<file path="config.mk">
export PLATFORM = sky130hd
export DESIGN_NAME = mbx_dual
export DESIGN_NICKNAME = d
export VERILOG_FILES = /design/src/rtl/mbx_pkg.sv /design/src/rtl/mbx_rst_sync.sv /design/src/rtl/mbx_irq_edge.sv /design/src/rtl/mbx_side.sv /design/src/rtl/mbx_dual.sv
export SDC_FILE = /design/constraint.sdc
export NUM_CORES = 1
export LEC_CHECK = 0
export BUFFER_PORTS_ARGS = -buffer_cell sky130_fd_sc_hd__buf_2
export CAP_MARGIN = 20
export CORE_MARGIN = 2
export CORE_UTILIZATION = 40
export DETAILED_ROUTE_END_ITERATION = 10
export PLACE_DENSITY = 0.7
export SYNTH_ARGS = -nofsm -noshare
export SYNTH_HDL_FRONTEND = slang
export SYNTH_SLANG_ARGS = --single-unit
</file>
<file path="constraint.sdc">
create_clock -name clk -period 10.2 [get_ports clk]
set_input_delay 0 -clock clk [delete_from_list [all_inputs] [get_ports clk]]
set_output_delay 0 -clock clk [all_outputs]
set_load 0.1 [all_outputs]
</file>
<file path="src/rtl/mbx_pkg.sv">
package mbx_pkg;

  typedef enum logic [2:0] {
    RK_TXW  = 3'd0,
    RK_RXW  = 3'd1,
    RK_TXC  = 3'd2,
    RK_RXC  = 3'd3,
    RK_IEN  = 3'd4,
    RK_NONE = 3'd5
  } reg_kind_e;

  // Map a word address onto a register class; layout scales with word count.
  function automatic reg_kind_e decode_reg(logic [31:0] a, logic [31:0] nw);
    if (a < nw)                 return RK_TXW;
    else if (a < 2 * nw)        return RK_RXW;
    else if (a == 2 * nw)       return RK_TXC;
    else if (a == 2 * nw + 1)   return RK_RXC;
    else if (a == 2 * nw + 2)   return RK_IEN;
    else                        return RK_NONE;
  endfunction

endpackage

</file>
<file path="src/rtl/mbx_rst_sync.sv">
module mbx_rst_sync (
  input  logic clk,
  input  logic rst_n,
  output logic rst_n_sync
);

  logic s1_q;
  logic s2_q;

  always_ff @(posedge clk or negedge rst_n) begin
    if (!rst_n) begin
      s1_q <= 1'b0;
      s2_q <= 1'b0;
    end else begin
      s1_q <= 1'b1;
      s2_q <= s1_q;
    end
  end

  assign rst_n_sync = s2_q;

endmodule

</file>
<file path="src/rtl/mbx_irq_edge.sv">
module mbx_irq_edge (
  input  logic clk,
  input  logic rst_n,
  input  logic flag,
  input  logic en,
  output logic pulse
);

  logic flag_q;
  logic pulse_q;
  logic pulse_d;

  always_comb begin
    pulse_d = en & flag & ~flag_q;
  end

  always_ff @(posedge clk or negedge rst_n) begin
    if (!rst_n) begin
      flag_q  <= 1'b0;
      pulse_q <= 1'b0;
    end else begin
      flag_q  <= flag;
      pulse_q <= pulse_d;
    end
  end

  assign pulse = pulse_q;

endmodule

</file>
<file path="src/rtl/mbx_side.sv">
module mbx_side
  import mbx_pkg::*;
#(
  parameter int DW = 32,
  parameter int NW = 4,
  parameter int AW = 4
) (
  input  logic                   clk,
  input  logic                   rst_n,
  input  logic                   we,
  input  logic [AW-1:0]          addr,
  input  logic [DW-1:0]          wdata,
  output logic [DW-1:0]          rdata,
  input  logic                   peer_valid,
  input  logic [NW-1:0][DW-1:0]  peer_words,
  input  logic                   peer_rx_ack,
  output logic                   tx_valid,
  output logic [NW-1:0][DW-1:0]  tx_words,
  output logic                   rx_ack,
  output logic [1:0]             ien,
  output logic                   irq_msg,
  output logic                   irq_ack
);

  localparam int WIW = (NW > 1) ? $clog2(NW) : 1;

  reg_kind_e            kind;
  logic [WIW-1:0]       widx;

  logic [NW-1:0][DW-1:0] words_q;
  logic [NW-1:0]         words_en;
  logic                  valid_q, valid_d, valid_en;
  logic                  ack_q, ack_d, ack_en;
  logic [1:0]            ien_q, ien_d;
  logic                  ien_en;

  always_comb begin
    kind = decode_reg(32'(addr), 32'(NW));
    widx = WIW'(addr);
  end

  // Next-state and clock enables
  always_comb begin
    for (int w = 0; w < NW; w++) begin
      words_en[w] = we && (kind == RK_TXW) && !valid_q && (widx == WIW'(w));
    end
    valid_en = we && (kind == RK_TXC);
    valid_d  = wdata[0];
    // Acknowledge lives only while the peer keeps its message posted.
    ack_d    = peer_valid && (ack_q || (we && (kind == RK_RXC) && wdata[1]));
    ack_en   = (ack_d != ack_q);
    ien_en   = we && (kind == RK_IEN);
    ien_d    = wdata[1:0];
  end

  // State registers
  always_ff @(posedge clk or negedge rst_n) begin
    if (!rst_n) begin
      words_q <= '0;
      valid_q <= 1'b0;
      ack_q   <= 1'b0;
      ien_q   <= 2'b00;
    end else begin
      for (int w = 0; w < NW; w++) begin
        if (words_en[w]) words_q[w] <= wdata;
      end
      if (valid_en) valid_q <= valid_d;
      if (ack_en)   ack_q   <= ack_d;
      if (ien_en)   ien_q   <= ien_d;
    end
  end

  // Read mux
  always_comb begin
    case (kind)
      RK_TXW:  rdata = words_q[widx];
      RK_RXW:  rdata = peer_words[widx];
      RK_TXC:  rdata = DW'({peer_rx_ack, valid_q});
      RK_RXC:  rdata = DW'({ack_q, peer_valid});
      RK_IEN:  rdata = DW'(ien_q);
      default: rdata = '0;
    endcase
  end

  mbx_irq_edge u_irq_msg (
    .clk   (clk),
    .rst_n (rst_n),
    .flag  (peer_valid),
    .en    (ien_q[0]),
    .pulse (irq_msg)
  );

  mbx_irq_edge u_irq_ack (
    .clk   (clk),
    .rst_n (rst_n),
    .flag  (peer_rx_ack),
    .en    (ien_q[1]),
    .pulse (irq_ack)
  );

  assign tx_valid = valid_q;
  assign tx_words = words_q;
  assign rx_ack   = ack_q;
  assign ien      = ien_q;

endmodule

</file>
<file path="src/rtl/mbx_dual.sv">
module mbx_dual #(
  parameter int DW = 32,
  parameter int NW = 4,
  parameter int AW = 4
) (
  input  logic          clk,
  input  logic          rst_n,
  input  logic          g_we,
  input  logic [AW-1:0] g_addr,
  input  logic [DW-1:0] g_wdata,
  output logic [DW-1:0] g_rdata,
  output logic          g_irq_msg,
  output logic          g_irq_ack,
  input  logic          h_we,
  input  logic [AW-1:0] h_addr,
  input  logic [DW-1:0] h_wdata,
  output logic [DW-1:0] h_rdata,
  output logic          h_irq_msg,
  output logic          h_irq_ack
);

  localparam int NS = 2;

  logic                           rst_n_sync;
  logic [NS-1:0]                  we_s;
  logic [NS-1:0][AW-1:0]          addr_s;
  logic [NS-1:0][DW-1:0]          wdata_s;
  logic [NS-1:0][DW-1:0]          rdata_s;
  logic [NS-1:0]                  tx_valid;
  logic [NS-1:0]                  rx_ack;
  logic [NS-1:0]                  irq_msg;
  logic [NS-1:0]                  irq_ack;
  logic [NS-1:0]                  ien_msg;
  logic [NS-1:0]                  ien_ack;
  logic [NS-1:0][1:0]             ien;
  logic [NS-1:0][NW-1:0][DW-1:0]  tx_words;

  mbx_rst_sync u_rst (
    .clk        (clk),
    .rst_n      (rst_n),
    .rst_n_sync (rst_n_sync)
  );

  assign we_s    = {h_we, g_we};
  assign addr_s  = {h_addr, g_addr};
  assign wdata_s = {h_wdata, g_wdata};

  assign g_rdata   = rdata_s[0];
  assign h_rdata   = rdata_s[1];
  assign g_irq_msg = irq_msg[0];
  assign h_irq_msg = irq_msg[1];
  assign g_irq_ack = irq_ack[0];
  assign h_irq_ack = irq_ack[1];

  for (genvar s = 0; s < NS; s++) begin : g_side
    mbx_side #(.DW(DW), .NW(NW), .AW(AW)) u_side (
      .clk         (clk),
      .rst_n       (rst_n_sync),
      .we          (we_s[s]),
      .addr        (addr_s[s]),
      .wdata       (wdata_s[s]),
      .rdata       (rdata_s[s]),
      .peer_valid  (tx_valid[NS-1-s]),
      .peer_words  (tx_words[NS-1-s]),
      .peer_rx_ack (rx_ack[NS-1-s]),
      .tx_valid    (tx_valid[s]),
      .tx_words    (tx_words[s]),
      .rx_ack      (rx_ack[s]),
      .ien         (ien[s]),
      .irq_msg     (irq_msg[s]),
      .irq_ack     (irq_ack[s])
    );
    assign ien_msg[s] = ien[s][0];
    assign ien_ack[s] = ien[s][1];
  end

endmodule

</file>
==> flow_metrics.env, run 1 <==
export IMPL_ys_warn_count=0
export IMPL_final_area_um2=17130
export IMPL_ys_seq_area_share_pct=47.55
export IMPL_synthCells=1068
export IMPL_ctsHoldBuffers=70
export IMPL_multi_input_area_um2=7128
export IMPL_peakVddDrop_mv=0.1256
export IMPL_dieArea_um2=37580
export IMPL_whs_path_depth=3
export IMPL_synth_ff_type="dfrtp_1"
export IMPL_startpoint="h_addr[2]"
export IMPL_top_usage_layer="met2"
export IMPL_fin_nets=1316
export IMPL_viasPerCell=5.886
export IMPL_avgRoutedWirePerCell_um=23.31
export IMPL_clockRootBuffer="clkbuf_16"
export IMPL_area_growth_pct=18.82
export IMPL_met2_usage_pct=33.84
export IMPL_routabilityCongestion=0.7889
export IMPL_io_buffers=143
export IMPL_final_max_slew_violation_count=0
export IMPL_ys_types=33
export IMPL_finalCritPeriodShare_pct=28.67
export IMPL_grt_start_max_net_pins=84
export IMPL_drt_iter0_markers=711
export IMPL_finClkSkew_ns=0.009533
export IMPL_end_kind="output port"
export IMPL_antenna_found_initial=2
export IMPL_layout_drive_gt1_share_pct=48.45
export IMPL_hp_start="g_addr[0]"
export IMPL_cts_max_level=1
export IMPL_met1_usage_pct=30.75
export IMPL_numPlacedInstances=1598
export IMPL_setup_tns_ns=0
export IMPL_syn_avg_cell_area_um2=13.50
export IMPL_grt_first_pass_wirelength_um=63670
export IMPL_rsz0062_at_grt="false"
export IMPL_crit_required_ns=10.20
export IMPL_tightest_slew_ns=1.150
export IMPL_crit_chain="buf_4 -> buf_4 -> mux4_2 -> nor2b_1 -> nor4_1 -> buf_2"
export IMPL_async_flop_share_pct=100.0
export IMPL_fmax_ghz=0.3420
export IMPL_vias=10150
export IMPL_cts_resized=0
export IMPL_r2r_end="g_side[0].u_side.tx_words[124]"
export IMPL_r2r_slack_ns=7.79
export IMPL_finish_utilization_pct=48.17
export IMPL_cp_start_kind="input pin"
export IMPL_grt_ovfl_total=0
export IMPL_synth_top_cell_by_area="dfrtp_1"
export IMPL_arrival_ns=2.92
export IMPL_postCtsSetupBuffers=0
export IMPL_setup_viol=0
export IMPL_power_mw=3.568
export IMPL_synth_top_area_share_pct=47.55
export IMPL_drt_pass1_iterations=5
export IMPL_ys_seq_elements=274
export IMPL_min_path_type="input pin to flip-flop"
export IMPL_seq_area_um2=6860
export IMPL_cp_slowest_cell="buf_4"
export IMPL_r2r_start="g_side[0].u_side.tx_valid"
export IMPL_clk_latency_ns=0.54
export IMPL_whs_endpoint="g_side[0].u_side.rx_ack"
export IMPL_post_route_drc_count=0
export IMPL_crit_fanout=83
export IMPL_period_needed_ns=2.924
export IMPL_clkTransAtPathRegs_ns=0.06
export IMPL_clock_sinks=274
export IMPL_start_util_pct=40.54
export IMPL_fp_dieW_um=193.9
export IMPL_yosys_top_cells_area="dfrtp_1 48%, mux2_2 25%, mux4_2 10%"
export IMPL_cts_buffer_depth=3
export IMPL_boundaryPins=144
export IMPL_status="completed"
export IMPL_core_area_um2=35570
export IMPL_p_leak_nw=7.300
export IMPL_grt_pass1_vias=10820
export IMPL_synthesis_area_um2=14420
export IMPL_dpl_cell_area_um2=15440
export IMPL_hpwl_um=23670
export IMPL_wl_um=40190
export IMPL_synth_edf_count=0
export IMPL_use_met3_pct=3.670
export IMPL_final_hold_violation_count=0
export IMPL_cp_slowest_stage_delay_ns=0.88
export IMPL_die_height_um=193.9
export IMPL_crit_top_cell="buf_4"
export IMPL_slew_headroom_pct=23.31
export IMPL_p_per_area_nw_per_um2=208.3
export IMPL_r2r_cells=3
export IMPL_num_rows=69
export IMPL_grtUsageTotal_pct=21.44
export IMPL_cts_tree="done"
export IMPL_ant_nets=0
export IMPL_syn_nets=1144
export IMPL_nFillCells=3164
export IMPL_cts_buffers=29
export IMPL_fin_cells=1724
export IMPL_path_class="input pin to output port"
export IMPL_cap_violations=0
-- final cells by class --
type,count,share of cell area (%)
antenna,2,0.02921
clock buffer,42,4.871
clock inverter,10,0.5842
multi-input combinational,702,41.61
sequential,274,40.04
tap,461,3.367
timing repair buffer,233,9.501
-- cells in the mapped netlist, types with 6 or more instances --
cell type	count
a211oi_1	59
a22oi_1	6
buf_2	45
buf_4	6
clkbuf_1	32
dfrtp_1	274
mux2_1	6
mux2_2	326
mux4_2	64
nand2_1	15
nor2_1	8
nor2b_1	69
nor3_1	58
o22ai_1	57
-- metrics by stage --
| stage | setup slack (ns) | hold WS, ns |
|---|---|---|
| 2_1_floorplan | 1.999 | -0.2956 |
| 3_3_place_gp | 7.127 | -0.2142 |
| 3_5_place_dp | 7.080 | -0.2108 |
| 4_1_cts | 7.299 | 0.01132 |
| 5_1_grt | 7.097 | 0.08359 |
| 6_report | 7.276 | 0.02090 |
-- routing by layer --
metal  vias up  wire [um]
li1       4434          -
met1      5274      18360
met2       369      18380
met3        70       2636
met4         0        811
met5         -          0
-- critical path: cells and delay by family --
family / cells / cell delay, ns
buf+inv: 3 / 1.85
simple gates: 2 / 0.58
mux: 1 / 0.38
-- registers in the layout, summed over array words and instances (netlist names) --
signal	cells
g_side.u_side.tx_words	256
u_rst.s1_q	1
g_side.u_side.u_irq_msg.flag_q	2
g_side.u_side.u_irq_ack.pulse	2
u_rst.rst_n_sync	1
g_side.u_side.ien	4
g_side.u_side.u_irq_ack.flag_q	2
g_side.u_side.rx_ack	2
g_side.u_side.u_irq_msg.pulse	2
g_side.u_side.tx_valid	2
-- cells by family (layout without fill, tap and decap cells) --
logic type,after synthesis,in the layout,share of synthesized area (%)
AO/OA/AOI/OAI,129,129,6.283
other,1,3,0.02601
multiplexers,396,396,35.92
buffers and inverters,92,285,3.107
flip-flops,274,274,47.55
AND/OR/NAND/NOR,176,176,7.107
-- placed cells by master, fill, tap and decap left out, types with 3 or more instances in the layout --
| cell | Yosys | final |
|---|---|---|
| nand2_1 | 15 | 12 |
| nor2b_1 | 69 | 69 |
| mux2_1 | 6 | 6 |
| dlygate4sd3_1 | 0 | 70 |
| clkinv_2 | 0 | 8 |
| nor4_1 | 3 | 3 |
| clkbuf_1 | 32 | 7 |
| mux4_2 | 64 | 64 |
| nand3_1 | 4 | 4 |
| dfrtp_1 | 274 | 273 |
| mux2_2 | 326 | 326 |
| clkbuf_8 | 0 | 6 |
| nor3b_1 | 4 | 4 |
| buf_2 | 45 | 141 |
| a22oi_1 | 6 | 6 |
| nor2_1 | 8 | 8 |
| buf_4 | 6 | 18 |
| nor3_1 | 58 | 58 |
| clkbuf_16 | 0 | 29 |
| a2111oi_0 | 3 | 3 |
| a211oi_1 | 59 | 59 |
| nand2_2 | 0 | 3 |
| o22ai_1 | 57 | 57 |
-- how the worst max path moves through the flow --
stage                                           endpoint  slack, ns  cells after the start
after global placement    g_side[0].u_side.tx_words[124]       7.13                      4
after CTS                                    h_rdata[31]       7.30                      6
final                                        h_rdata[31]       7.28                      6
after detailed placement  g_side[0].u_side.tx_words[103]       7.08                      4
after global routing                         h_rdata[31]       7.10                      6
after floorplan                  g_side[0].u_side.ien[0]       2.00                      0
-- report_power, final --
part / internal (mW) / switching, mW / total, mW
sequential: 1.34 / 0.195 / 1.54
clock: 0.613 / 0.428 / 1.04
combinational: 0.466 / 0.523 / 0.989
No activity file was read; power rests on OpenSTA's default activity.
==> inputs of run 2 (changes only) <==
--- a/config.mk
+++ b/config.mk
@@ -5,12 +5,13 @@
 export SDC_FILE = /design/constraint.sdc
 export NUM_CORES = 1
 export LEC_CHECK = 0
+export ABC_AREA = 1
 export BUFFER_PORTS_ARGS = -buffer_cell sky130_fd_sc_hd__buf_2
 export CAP_MARGIN = 20
 export CORE_MARGIN = 2
 export CORE_UTILIZATION = 40
 export DETAILED_ROUTE_END_ITERATION = 10
-export PLACE_DENSITY = 0.7
+export PLACE_DENSITY = 0.72
 export SYNTH_ARGS = -nofsm -noshare
 export SYNTH_HDL_FRONTEND = slang
 export SYNTH_SLANG_ARGS = --single-unit
==> constraint.sdc (replaced) <==
create_clock -name clk -period 2.55 [get_ports clk]
set_input_delay 0 -clock clk [delete_from_list [all_inputs] [get_ports clk]]
set_output_delay 0 -clock clk [all_outputs]
set_load 0.1 [all_outputs]
==> run 2 against run 1 <==
Combinational power grew to 4.4 times the previous value. Clock power grew to 4.3 times the previous value. Critical path depth up 2. Cell area up 9.8%. Worst hold slack gained 0.17 ns. Sequential power rose to 3.8 times the previous value. Clock-buffer cell count is 7 lower. Power grew to 4.1 times the previous value. Synthesized cell count up 110%. Critical endpoint is now g_side[0].u_side.tx_words[75]. Largest power group unchanged.
==> flow_metrics.env, run 2 <==
export IMPL_peakVddDrop_mv=0.5835
export IMPL_startpoint="g_side[0].u_side.tx_valid"
export IMPL_postCtsSetupBuffers=0
export IMPL_power_mw=14.63
export IMPL_ys_seq_elements=274
export IMPL_dpl_cell_area_um2=17040
export IMPL_status="completed"
export IMPL_crit_required_ns=3.00
export IMPL_viasPerCell=5.183
export IMPL_async_flop_share_pct=100.0
export IMPL_nFillCells=3483
export IMPL_final_common_cell="nand2_1"
export IMPL_synth_top_cell_by_area="dfrtp_1"
export IMPL_synth_most_common_cell="nand2_1"
export IMPL_clock_sinks=274
export IMPL_synthCells=2203
export IMPL_r2r_slack_ns=0.40
export IMPL_cts_tree="done"
export IMPL_grt_first_pass_wirelength_um=79320
export IMPL_clockRootBuffer="clkbuf_16"
export IMPL_p_sw_mw=5.378
export IMPL_ys_types=21
export IMPL_synth_edf_count=0
export IMPL_cp_start_kind="flip-flop"
export IMPL_arrival_ns=2.60
export IMPL_grt_pass1_vias=14370
export IMPL_final_area_um2=18820
export IMPL_routabilityCongestion=0.9458
export IMPL_crit_fanout=60
export IMPL_ant_nets=0
export IMPL_synthesis_area_um2=14840
export IMPL_drt_iter0_markers=1582
export IMPL_cts_buffer_depth=3
export IMPL_hold_slack_ns=0.1875
export IMPL_clk_latency_ns=0.58
export IMPL_io_buffers=143
export IMPL_finClkSkew_ns=0.01736
export IMPL_avgRoutedWirePerCell_um=17.43
export IMPL_setup_viol=0
export IMPL_layout_drive_gt1_share_pct=11.19
export IMPL_postLayoutSetupSlackWorst_ns=0.3970
export IMPL_yosys_top_cells_area="dfrtp_1 46%, nand2_1 19%, o21ai_1 9.4%"
export IMPL_syn_nets=2279
export IMPL_grt_start_max_net_pins=65
export IMPL_fin_nets=2458
export IMPL_synth_ff_type="dfrtp_1"
export IMPL_final_max_slew_violation_count=0
export IMPL_ctsHoldBuffers=78
export IMPL_num_rows=70
export IMPL_drt_pass1_iterations=5
export IMPL_cap_violations=0
export IMPL_layout_common_cells="764 x nand2_1, 335 x nor2_1, 279 x o21ai_1"
export IMPL_hpwl_um=33610
export IMPL_antenna_found_initial=0
export IMPL_pwr_share_comb_pct=29.7
export IMPL_clkPwrFrac_pct=30.4
export IMPL_period_needed_ns=2.153
export IMPL_setup_tns_ns=0
export IMPL_largest_reg_flops=256
export IMPL_r2r_start="g_side[0].u_side.tx_valid"
export IMPL_fp_dieW_um=196.6
export IMPL_grtUsageTotal_pct=25.97
export IMPL_clkTransAtPathRegs_ns=0.06
export IMPL_vias=14890
export IMPL_boundaryPins=144
export IMPL_synth_common_cells="767 x nand2_1, 337 x nor2_1, 279 x o21ai_1"
export IMPL_fmax_ghz=0.4645
export IMPL_end_kind="flip-flop"
export IMPL_ys_seq_area_share_pct=46.19
export IMPL_hp_start="g_addr[0]"
export IMPL_finish_utilization_pct=51.40
export IMPL_antenna_cells=0
export IMPL_min_path_type="input pin to flip-flop"
export IMPL_dieArea_um2=38660
export IMPL_core_area_um2=36610
export IMPL_cts_buffers=29
export IMPL_synth_top_area_share_pct=46.19
export IMPL_syn_avg_cell_area_um2=6.738
export IMPL_start_util_pct=40.54
export IMPL_p_per_area_nw_per_um2=777.4
export IMPL_cts_max_level=1
export IMPL_finalCritPeriodShare_pct=84.43
export IMPL_wl_um=50080
export IMPL_p_leak_nw=9.670
export IMPL_grt_ovfl_total=0
export IMPL_area_growth_pct=26.79
export IMPL_p_int_mw=9.253
export IMPL_ys_warn_count=0
export IMPL_rsz0062_at_grt="false"
export IMPL_cts_resized=0
export IMPL_slew_headroom_pct=50.28
export IMPL_final_hold_violation_count=0
export IMPL_post_route_drc_count=0
export IMPL_fin_cells=2873
export IMPL_p_sw_share_pct=36.76
export IMPL_seq_power_share_pct=39.9
export IMPL_die_height_um=196.6
export IMPL_tightest_slew_ns=0.7458
export IMPL_numPlacedInstances=2741
export IMPL_path_class="flip-flop to flip-flop"
export IMPL_dp_slack_ns=0.6224
-- run 2: changes by cell type in the layout (fill, tap and decap cells not counted), sizes merged, moves of 59 or more --
cell and change:
a211oi -59, a21oi +102, inv +243, mux2 -332, mux4 -64, nand2 +763
nor2 +336, nor2b -69, o21ai +308
-- run 2: path summary, 6_finish.rpt --
| check | depth (start not counted) | to |
|---|---|---|
| min | 4 | g_side[0].u_side.tx_words[64] |
| min in group asynchronous | 3 | u_rst.rst_n_sync |
| min reg2reg | 0 | u_rst.rst_n_sync |
| max | 8 | g_side[0].u_side.tx_words[75] |
| max in group asynchronous | 1 | g_side[1].u_side.tx_words[37] |
| max reg2reg | 8 | g_side[0].u_side.tx_words[75] |
-- run 2: power groups by stage --
| stage | Sequential, mW | Combinational, mW | Clock (mW) |
|---|---|---|---|
| floorplan | 5.79 | 2.84 | 0 |
| global placement | 5.84 | 4.13 | 0 |
| detailed placement | 5.88 | 4.21 | 0 |
| CTS | 5.82 | 4.32 | 4.49 |
| global route | 5.94 | 4.77 | 4.66 |
| finish | 5.83 | 4.35 | 4.45 |
-- run 2: cell families after synthesis --
kind of cell / synth area share (%)
AND/OR/NAND/NOR: 30.09
flip-flops: 46.19
AO/OA/AOI/OAI: 13.91
buffers and inverters: 9.778
other: 0.02526
-- run 2: cell type report --
| class | count | area, um^2 | area share (%) |
|---|---|---|---|
| well taps | 468 | 585.6 | 3.111 |
| repair buffers | 263 | 2923 | 15.53 |
| inverters | 241 | 907.1 | 4.820 |
| multi-input cells | 1573 | 6548 | 34.79 |
| clock buffers | 35 | 788.3 | 4.189 |
| flip-flops and latches | 274 | 6860 | 36.45 |
| clock inverters | 19 | 207.7 | 1.104 |
-- run 2: critical path, stage by stage (launching register included) --
cell and delay [ns]:
dfrtp_1 0.45, inv_2 0.10, nand2_1 0.06, nor2_2 0.23, dlygate4sd3_1 0.64, nand2_2 0.12
buf_12 0.24, nand2_1 0.10, o21ai_1 0.08
-- run 2: metal layers --
| metal | GRT usage, % | part of all wire, % |
|---|---|---|
| met3 | 3.593 | 9.2 |
| met5 | 0 | 0 |
| met4 | 12.34 | 4.8 |
| met1 | 36.21 | 42 |
| met2 | 40.12 | 44 |
